[src/rtl/pmc_acc_pkg.sv]
package pmc_acc_pkg;

  typedef enum logic [1:0] {
    REG_LEGACY = 2'd0,
    REG_FULL   = 2'd1,
    REG_FIXED  = 2'd2,
    REG_RSVD   = 2'd3
  } wr_region_e;

  localparam int DATA_W = 64;
  localparam int IDX_W  = 32;
  localparam int FAST_BIT  = 31;
  localparam int GROUP_BIT = 30;

  // Low-order ones mask of the given width (width 1..64).
  function automatic logic [DATA_W-1:0] width_mask(input int w);
    logic [DATA_W-1:0] m;
    for (int i = 0; i < DATA_W; i++) m[i] = (i < w);
    return m;
  endfunction

  function automatic logic [DATA_W-1:0] sext32(input logic [31:0] v);
    return {{32{v[31]}}, v};
  endfunction

endpackage

[src/rtl/pmc_wr_decode.sv]
module pmc_wr_decode
  import pmc_acc_pkg::*;
#(
  parameter int NUM_GP  = 4,
  parameter int NUM_FIX = 3,
  parameter int GP_W    = 48,
  parameter int FIX_W   = 40,
  parameter int SEL_W   = 2
) (
  input  logic              clk,
  input  logic              rst_n,
  input  logic              wr_stb,
  input  logic [SEL_W+1:0]  wr_addr,
  input  logic [DATA_W-1:0] wr_data,
  output logic              st_we,
  output logic              st_fix,
  output logic [SEL_W-1:0]  st_num,
  output logic [DATA_W-1:0] st_data,
  output logic              wr_fault
);

  localparam logic [DATA_W-1:0] GP_MASK  = width_mask(GP_W);
  localparam logic [DATA_W-1:0] FIX_MASK = width_mask(FIX_W);

  wr_region_e        region;
  logic [SEL_W-1:0]  num;
  logic              num_ok_gp, num_ok_fix;
  logic              over_width;
  logic              accept;
  logic [DATA_W-1:0] value;

  assign region = wr_region_e'(wr_addr[SEL_W+1:SEL_W]);
  assign num    = wr_addr[SEL_W-1:0];

  assign num_ok_gp  = (int'(num) < NUM_GP);
  assign num_ok_fix = (int'(num) < NUM_FIX);
  assign over_width = |(wr_data & ~GP_MASK);

  always_comb begin
    accept = 1'b0;
    value  = '0;
    unique case (region)
      REG_LEGACY: begin
        accept = num_ok_gp;
        value  = sext32(wr_data[31:0]) & GP_MASK;
      end
      REG_FULL: begin
        accept = num_ok_gp && !over_width;
        value  = wr_data;
      end
      REG_FIXED: begin
        accept = num_ok_fix;
        value  = wr_data & FIX_MASK;
      end
      default: begin
        accept = 1'b0;
        value  = '0;
      end
    endcase
  end

  assign st_we    = wr_stb && accept;
  assign st_fix   = (region == REG_FIXED);
  assign st_num   = num;
  assign st_data  = st_we ? value : '0;
  assign wr_fault = wr_stb && !accept;

  AST_LEGACY_NEVER_FAULTS: assert property (@(posedge clk) disable iff (!rst_n)
    (wr_stb && region == REG_LEGACY && num_ok_gp) |-> (st_we && !wr_fault));
  AST_WRITE_XOR_FAULT: assert property (@(posedge clk) disable iff (!rst_n)
    st_we |-> !wr_fault);
  AST_STORED_FITS_GP: assert property (@(posedge clk) disable iff (!rst_n)
    (st_we && !st_fix) |-> ((st_data & ~GP_MASK) == '0));
  AST_RSVD_REGION_FAULTS: assert property (@(posedge clk) disable iff (!rst_n)
    (wr_stb && region == REG_RSVD) |-> (wr_fault && !st_we));

endmodule

[src/rtl/pmc_bank.sv]
module pmc_bank
  import pmc_acc_pkg::*;
#(
  parameter int NUM_GP  = 4,
  parameter int NUM_FIX = 3,
  parameter int GP_W    = 48,
  parameter int FIX_W   = 40,
  parameter int SEL_W   = 2
) (
  input  logic                          clk,
  input  logic                          rst_n,
  input  logic                          st_we,
  input  logic                          st_fix,
  input  logic [SEL_W-1:0]              st_num,
  input  logic [DATA_W-1:0]             st_data,
  output logic [NUM_GP-1:0][DATA_W-1:0] gp_q,
  output logic [NUM_FIX-1:0][DATA_W-1:0] fix_q
);

  localparam logic [DATA_W-1:0] GP_MASK  = width_mask(GP_W);
  localparam logic [DATA_W-1:0] FIX_MASK = width_mask(FIX_W);

  for (genvar g = 0; g < NUM_GP; g++) begin : g_gp
    always_ff @(posedge clk or negedge rst_n) begin
      if (!rst_n)                                   gp_q[g] <= '0;
      else if (st_we && !st_fix && int'(st_num) == g) gp_q[g] <= st_data & GP_MASK;
    end
  end

  for (genvar f = 0; f < NUM_FIX; f++) begin : g_fix
    always_ff @(posedge clk or negedge rst_n) begin
      if (!rst_n)                                    fix_q[f] <= '0;
      else if (st_we && st_fix && int'(st_num) == f) fix_q[f] <= st_data & FIX_MASK;
    end
  end

  AST_HOLD_WITHOUT_WRITE: assert property (@(posedge clk) disable iff (!rst_n)
    !st_we |=> ($stable(gp_q) && $stable(fix_q)));
  AST_WRITE_LANDS_NEXT: assert property (@(posedge clk) disable iff (!rst_n)
    (st_we && !st_fix && st_num == '0) |=> (gp_q[0] == $past(st_data & GP_MASK)));

endmodule

[src/rtl/pmc_rd_decode.sv]
module pmc_rd_decode
  import pmc_acc_pkg::*;
#(
  parameter int NUM_GP  = 4,
  parameter int NUM_FIX = 3,
  parameter int GP_W    = 48,
  parameter int FIX_W   = 40,
  parameter int SEL_W   = 2
) (
  input  logic                           clk,
  input  logic                           rst_n,
  input  logic                           rd_stb,
  input  logic [IDX_W-1:0]               rd_idx,
  input  logic [NUM_GP-1:0][DATA_W-1:0]  gp_q,
  input  logic [NUM_FIX-1:0][DATA_W-1:0] fix_q,
  output logic [DATA_W-1:0]              rd_data,
  output logic                           rd_fault
);

  localparam logic [DATA_W-1:0] GP_MASK  = width_mask(GP_W);
  localparam logic [DATA_W-1:0] FIX_MASK = width_mask(FIX_W);

  logic              fast, fixed_grp;
  logic [SEL_W-1:0]  num;
  logic [29:0]       low_field;
  logic              rsvd_set;
  logic              num_ok;
  logic [DATA_W-1:0] gp_val, fix_val, sel_val;

  assign fast      = rd_idx[FAST_BIT];
  assign fixed_grp = rd_idx[GROUP_BIT];
  assign num       = rd_idx[SEL_W-1:0];
  assign low_field = rd_idx[29:0];
  assign rsvd_set  = |(low_field >> SEL_W);
  assign num_ok    = fixed_grp ? (int'(num) < NUM_FIX) : (int'(num) < NUM_GP);

  always_comb begin
    gp_val = '0;
    for (int i = 0; i < NUM_GP; i++)
      if (int'(num) == i) gp_val = gp_q[i];
  end

  always_comb begin
    fix_val = '0;
    for (int i = 0; i < NUM_FIX; i++)
      if (int'(num) == i) fix_val = fix_q[i];
  end

  assign sel_val  = fixed_grp ? (fix_val & FIX_MASK) : (gp_val & GP_MASK);
  assign rd_fault = rd_stb && (rsvd_set || !num_ok);

  always_comb begin
    if (!rd_stb || rd_fault) rd_data = '0;
    else if (fast)           rd_data = {32'd0, sel_val[31:0]};
    else                     rd_data = sel_val;
  end

  AST_FAST_UPPER_ZERO: assert property (@(posedge clk) disable iff (!rst_n)
    (rd_stb && fast) |-> (rd_data[63:32] == '0));
  AST_FAULT_DATA_ZERO: assert property (@(posedge clk) disable iff (!rst_n)
    rd_fault |-> (rd_data == '0));
  AST_GP_READ_IN_WIDTH: assert property (@(posedge clk) disable iff (!rst_n)
    (rd_stb && !fixed_grp) |-> ((rd_data & ~GP_MASK) == '0));
  AST_RSVD_BITS_FAULT: assert property (@(posedge clk) disable iff (!rst_n)
    (rd_stb && rsvd_set) |-> rd_fault);

endmodule

[src/rtl/pmc_access.sv]
module pmc_access
  import pmc_acc_pkg::*;
#(
  parameter int NUM_GP  = 4,
  parameter int NUM_FIX = 3,
  parameter int GP_W    = 48,
  parameter int FIX_W   = 40,
  localparam int MAX_N  = (NUM_GP > NUM_FIX) ? NUM_GP : NUM_FIX,
  localparam int SEL_W  = (MAX_N > 1) ? $clog2(MAX_N) : 1
) (
  input  logic              clk,
  input  logic              rst_n,
  input  logic              wr_stb,
  input  logic [SEL_W+1:0]  wr_addr,
  input  logic [63:0]       wr_data,
  input  logic              rd_stb,
  input  logic [31:0]       rd_idx,
  output logic              st_we,
  output logic              st_fix,
  output logic [SEL_W-1:0]  st_num,
  output logic [63:0]       st_data,
  output logic [63:0]       rd_data,
  output logic              fault
);

  logic                           wr_fault, rd_fault;
  logic [NUM_GP-1:0][DATA_W-1:0]  gp_q;
  logic [NUM_FIX-1:0][DATA_W-1:0] fix_q;

  pmc_wr_decode #(
    .NUM_GP(NUM_GP), .NUM_FIX(NUM_FIX), .GP_W(GP_W), .FIX_W(FIX_W), .SEL_W(SEL_W)
  ) u_wr (
    .clk(clk), .rst_n(rst_n), .wr_stb(wr_stb), .wr_addr(wr_addr), .wr_data(wr_data),
    .st_we(st_we), .st_fix(st_fix), .st_num(st_num), .st_data(st_data),
    .wr_fault(wr_fault)
  );

  pmc_bank #(
    .NUM_GP(NUM_GP), .NUM_FIX(NUM_FIX), .GP_W(GP_W), .FIX_W(FIX_W), .SEL_W(SEL_W)
  ) u_bank (
    .clk(clk), .rst_n(rst_n), .st_we(st_we), .st_fix(st_fix), .st_num(st_num),
    .st_data(st_data), .gp_q(gp_q), .fix_q(fix_q)
  );

  pmc_rd_decode #(
    .NUM_GP(NUM_GP), .NUM_FIX(NUM_FIX), .GP_W(GP_W), .FIX_W(FIX_W), .SEL_W(SEL_W)
  ) u_rd (
    .clk(clk), .rst_n(rst_n), .rd_stb(rd_stb), .rd_idx(rd_idx),
    .gp_q(gp_q), .fix_q(fix_q), .rd_data(rd_data), .rd_fault(rd_fault)
  );

  assign fault = wr_fault || rd_fault;

  AST_FAULT_NEEDS_STROBE: assert property (@(posedge clk) disable iff (!rst_n)
    fault |-> (wr_stb || rd_stb));
  AST_IDLE_NO_WRITE: assert property (@(posedge clk) disable iff (!rst_n)
    !wr_stb |-> !st_we);

endmodule

[config.mk]
export PLATFORM = sky130hd
export DESIGN_NAME = pmc_access
export DESIGN_NICKNAME = d
export VERILOG_FILES = /design/src/rtl/pmc_acc_pkg.sv /design/src/rtl/pmc_wr_decode.sv /design/src/rtl/pmc_bank.sv /design/src/rtl/pmc_rd_decode.sv /design/src/rtl/pmc_access.sv
export SDC_FILE = /design/constraint.sdc
export NUM_CORES = 1
export LEC_CHECK = 0
export BUFFER_PORTS_ARGS = -buffer_cell sky130_fd_sc_hd__buf_2
export CAP_MARGIN = 20
export CORE_ASPECT_RATIO = 0.8
export CORE_UTILIZATION = 45
export DETAILED_ROUTE_END_ITERATION = 6
export PLACE_DENSITY = 0.64
export RECOVER_POWER = 100
export REMOVE_ABC_BUFFERS = 1
export SLEW_MARGIN = 25
export SYNTH_ARGS = -nofsm -noshare
export SYNTH_HDL_FRONTEND = slang
export SYNTH_SLANG_ARGS = --single-unit
[constraint.sdc]
create_clock -name clk -period 2.9 [get_ports clk]
set_clock_uncertainty 0.2 [all_clocks]
set_input_delay 0.435 -clock clk [delete_from_list [all_inputs] [get_ports clk]]
set_output_delay 0.435 -clock clk [all_outputs]
set_load 0.005 [all_outputs]
==> results.sh <==
export IMPL_status="finished with violations"
export IMPL_violations="design-rule violations, max-capacitance violations, max-slew violations, negative setup slack"
export IMPL_gp_congestion=0.8241
export IMPL_hold_violations=0
export IMPL_io_buffer_count=204
export IMPL_syn_inst=1370
export IMPL_overflow=0
export IMPL_power_w=0.01173
export IMPL_syn_to_final_growth_pct=21.44
export IMPL_timing_hold_ws_ns=0.07939
export IMPL_design_core_area_um2=32700
export IMPL_max_cap_violations=3
export IMPL_antenna_found_initial=0
export IMPL_finalWorstSetupSlack_ns=-0.002524
export IMPL_ctsRootBufferMaster="clkbuf_16"
export IMPL_synth_seq_cells=312
export IMPL_yosysMostFrequentCell="dfrtp_1"
export IMPL_avgRoutedWirePerCell_um=19.86
export IMPL_setup_violations=1
export IMPL_async_flop_share=1.000
export IMPL_path_class="input pin to output port"
export IMPL_critPathBufInv=5
export IMPL_path_cells="buf_2, or4_4, o41ai_4, buf_4, nand3_4, buf_12, nor2_2, buf_4, buf_2"
export IMPL_grt_max_degree=82
export IMPL_cts_buffers_inserted=30
export IMPL_stdcell_count=2057
export IMPL_p_per_area_nw_per_um2=643.3
export IMPL_synthFlopType="dfrtp_1"
export IMPL_slowest_delay_ns=0.55
export IMPL_h_tree_depth=1
export IMPL_crit_family="simple AND/OR/NAND/NOR gates"
export IMPL_yosysUniqueCellTypes=39
export IMPL_hold_class="input pin to flip-flop"
export IMPL_pin_count=237
export IMPL_min_period_over_period=1.001
export IMPL_start_util=0.4592
export IMPL_slew_viol_final=241
export IMPL_grt_pass1_wl_um=64460
export IMPL_via_count=11480
export IMPL_cts_tree="built"
export IMPL_yosysTopAreaCell="dfrtp_1"
export IMPL_ys_warn_count=0
export IMPL_grt_setup_unrepaired="yes"
export IMPL_wl_um=40850
export IMPL_insertedDiodeCount=0
export IMPL_synth_top_area_share=0.5199
export IMPL_netlist_area_um2=15020
export IMPL_clkSinkCount=312
export IMPL_path_clk_slew_ns=0.07
export IMPL_arrival_ns=2.27
export IMPL_drtIter0Drc=745
export IMPL_row_count=59
export IMPL_worst_slew_pin_transition_ns=1.961
export IMPL_die_w_um=206.2
export IMPL_ys_seq_area_frac=0.5199
export IMPL_synthTopCellsByCount="dfrtp_1 (312), nand2_1 (168), a21oi_1 (130)"
export IMPL_cp_max_fo=10
export IMPL_grtUsageTotal=0.2445
export IMPL_endpoint_kind="output port"
export IMPL_p_leak_nw=8.355
export IMPL_syn_avg_cell_area_um2=10.96
export IMPL_synth_area_leaders="dfrtp_1 (52%), mux4_2 (7.2%), mux2_2 (5.4%)"
export IMPL_setup_tns_ns=-0.002524
export IMPL_min_period_ns=2.903
export IMPL_firstDrtPassIters=7
export IMPL_grt_pass1_vias=11280
export IMPL_cpMaxStageDelayCell="or4_4"
export IMPL_synth_edf_count=0
export IMPL_fp_dieH_um=165.4
export IMPL_fmax_ghz=0.3445
export IMPL_clkLatencyLatePin_ns=0.56
export IMPL_hpwlAfterDp_um=26760
export IMPL_place_inst=1968
export IMPL_start_kind="input pin"
export IMPL_fillerInstances=2887
export IMPL_maxSlewHeadroom=-0.3074
export IMPL_die_area_um2=34110
export IMPL_viasPerCell=5.580
export IMPL_antenna_left=0
export IMPL_drive_above_1_share=0.2908
export IMPL_cts_root_to_sink_buffers=3
export IMPL_peakVddDrop_mv=0.5204
export IMPL_layout_nets=1714
export IMPL_drc_errors=28
export IMPL_cp_required_ns=2.27
==> routing by layer <==
layer  GRT usage  share of wire  vias up
li1            -              -     5294
met1      0.3614           0.47     5802
met2      0.3841           0.46      330
met3     0.03571          0.052       52
met4     0.04947          0.017        0
met5           0              0        -
==> worst paths after layout <==
| check | start | end | depth (start not counted) | slack (ns) |
|---|---|---|---|---|
| hold reg to reg | u_bank.gp_q[219]$_DFFE_PN0P_ | u_bank.gp_q[219]$_DFFE_PN0P_ | 1 | 0.28 |
| max in group asynchronous | rst_n | u_bank.gp_q[208]$_DFFE_PN0P_ | 3 | 0.41 |
| hold / removal | wr_data[31] | u_bank.gp_q[223]$_DFFE_PN0P_ | 2 | 0.08 |
| setup / recovery | wr_data[59] | st_data[31] | 9 | -0.003 |
| setup reg to reg | u_bank.gp_q[111]$_DFFE_PN0P_ | u_bank.gp_q[111]$_DFFE_PN0P_ | 2 | 1.90 |
| min in group asynchronous | rst_n | u_bank.fix_q[28]$_DFFE_PN0P_ | 2 | 0.81 |
==> cell families (layout without fill, tap and decap cells) <==
| group | after synthesis | after routing | synth area share |
|---|---|---|---|
| AOI/OAI and AO/OA | 331 | 331 | 0.1258 |
| other | 1 | 32 | 0.0002497 |
| muxes | 221 | 221 | 0.1980 |
| DFF | 312 | 312 | 0.5199 |
| and+or+nand+nor | 354 | 354 | 0.1003 |
| buffers and inverters | 151 | 380 | 0.05582 |
==> power breakdown <==
part / switching, W / total, W / internal [W] / leakage [nW]
logic: 0.000965 / 0.00205 / 0.00108 / 4.00
clock network: 0.00166 / 0.00393 / 0.00227 / 0.483
registers: 0.000473 / 0.00576 / 0.00529 / 3.87
==> cells in the final DEF, fill, tap and decap left out, types with 6 or more instances in the layout <==
cell type      instances
mux2i_1               45
mux2_1                56
buf_12                24
buf_2                199
inv_1                  8
a31oi_1                7
clkbuf_16             31
clkbuf_1              11
nand3_1               11
mux2_2                72
mux4_2                48
conb_1                32
clkinv_2               6
dfrtp_1              312
nand2_1              167
nor4_1                 8
nor2b_1               10
nor2_2                 8
a21oi_1              130
o22a_1                27
buf_4                 48
clkbuf_8               6
dlygate4sd3_1         33
o21ai_0              123
nor2_1               117
a211oi_1              38
==> final cells by class <==
type	instances	area (µm²)	share of cell area
clock buffer	42	877.1	0.04809
clock inverter	10	105.1	0.005763
inverter	8	30.03	0.001647
multi-input combinational	938	6596	0.3617
sequential	312	7807	0.4281
tap	427	534.3	0.02929
timing repair buffer	320	2287	0.1254
==> flip-flops by register name, indices dropped and copies added (netlist names) <==
register / count
u_bank.fix_q: 120
u_bank.gp_q: 192
==> what timing repair did <==
action / CTS / global route
buffers inserted: 1 / 2
hold buffers: 33 / 0
setup endpoints to repair: 23 / 40
cloned: 1 / 0
pin swaps: 2 / 0
hold endpoints to repair: 194 / 0
resized for setup: 5 / 14
==> through the flow <==
| stage | util | setup slack, ns | cell area [µm²] |
|---|---|---|---|
| 4_1_cts | 0.5589 | 0.005310 | 18280 |
| 3_3_place_gp | 0.5171 | -0.04005 | 16910 |
| 3_5_place_dp | 0.5171 | -0.08800 | 16910 |
| 2_1_floorplan | - | -2.025 | 14330 |
| 5_1_grt | 0.5577 | -0.06319 | 18240 |
| 6_report | 0.5577 | -0.002524 | 18240 |
Note: power is estimated with default switching activity, not from simulation.
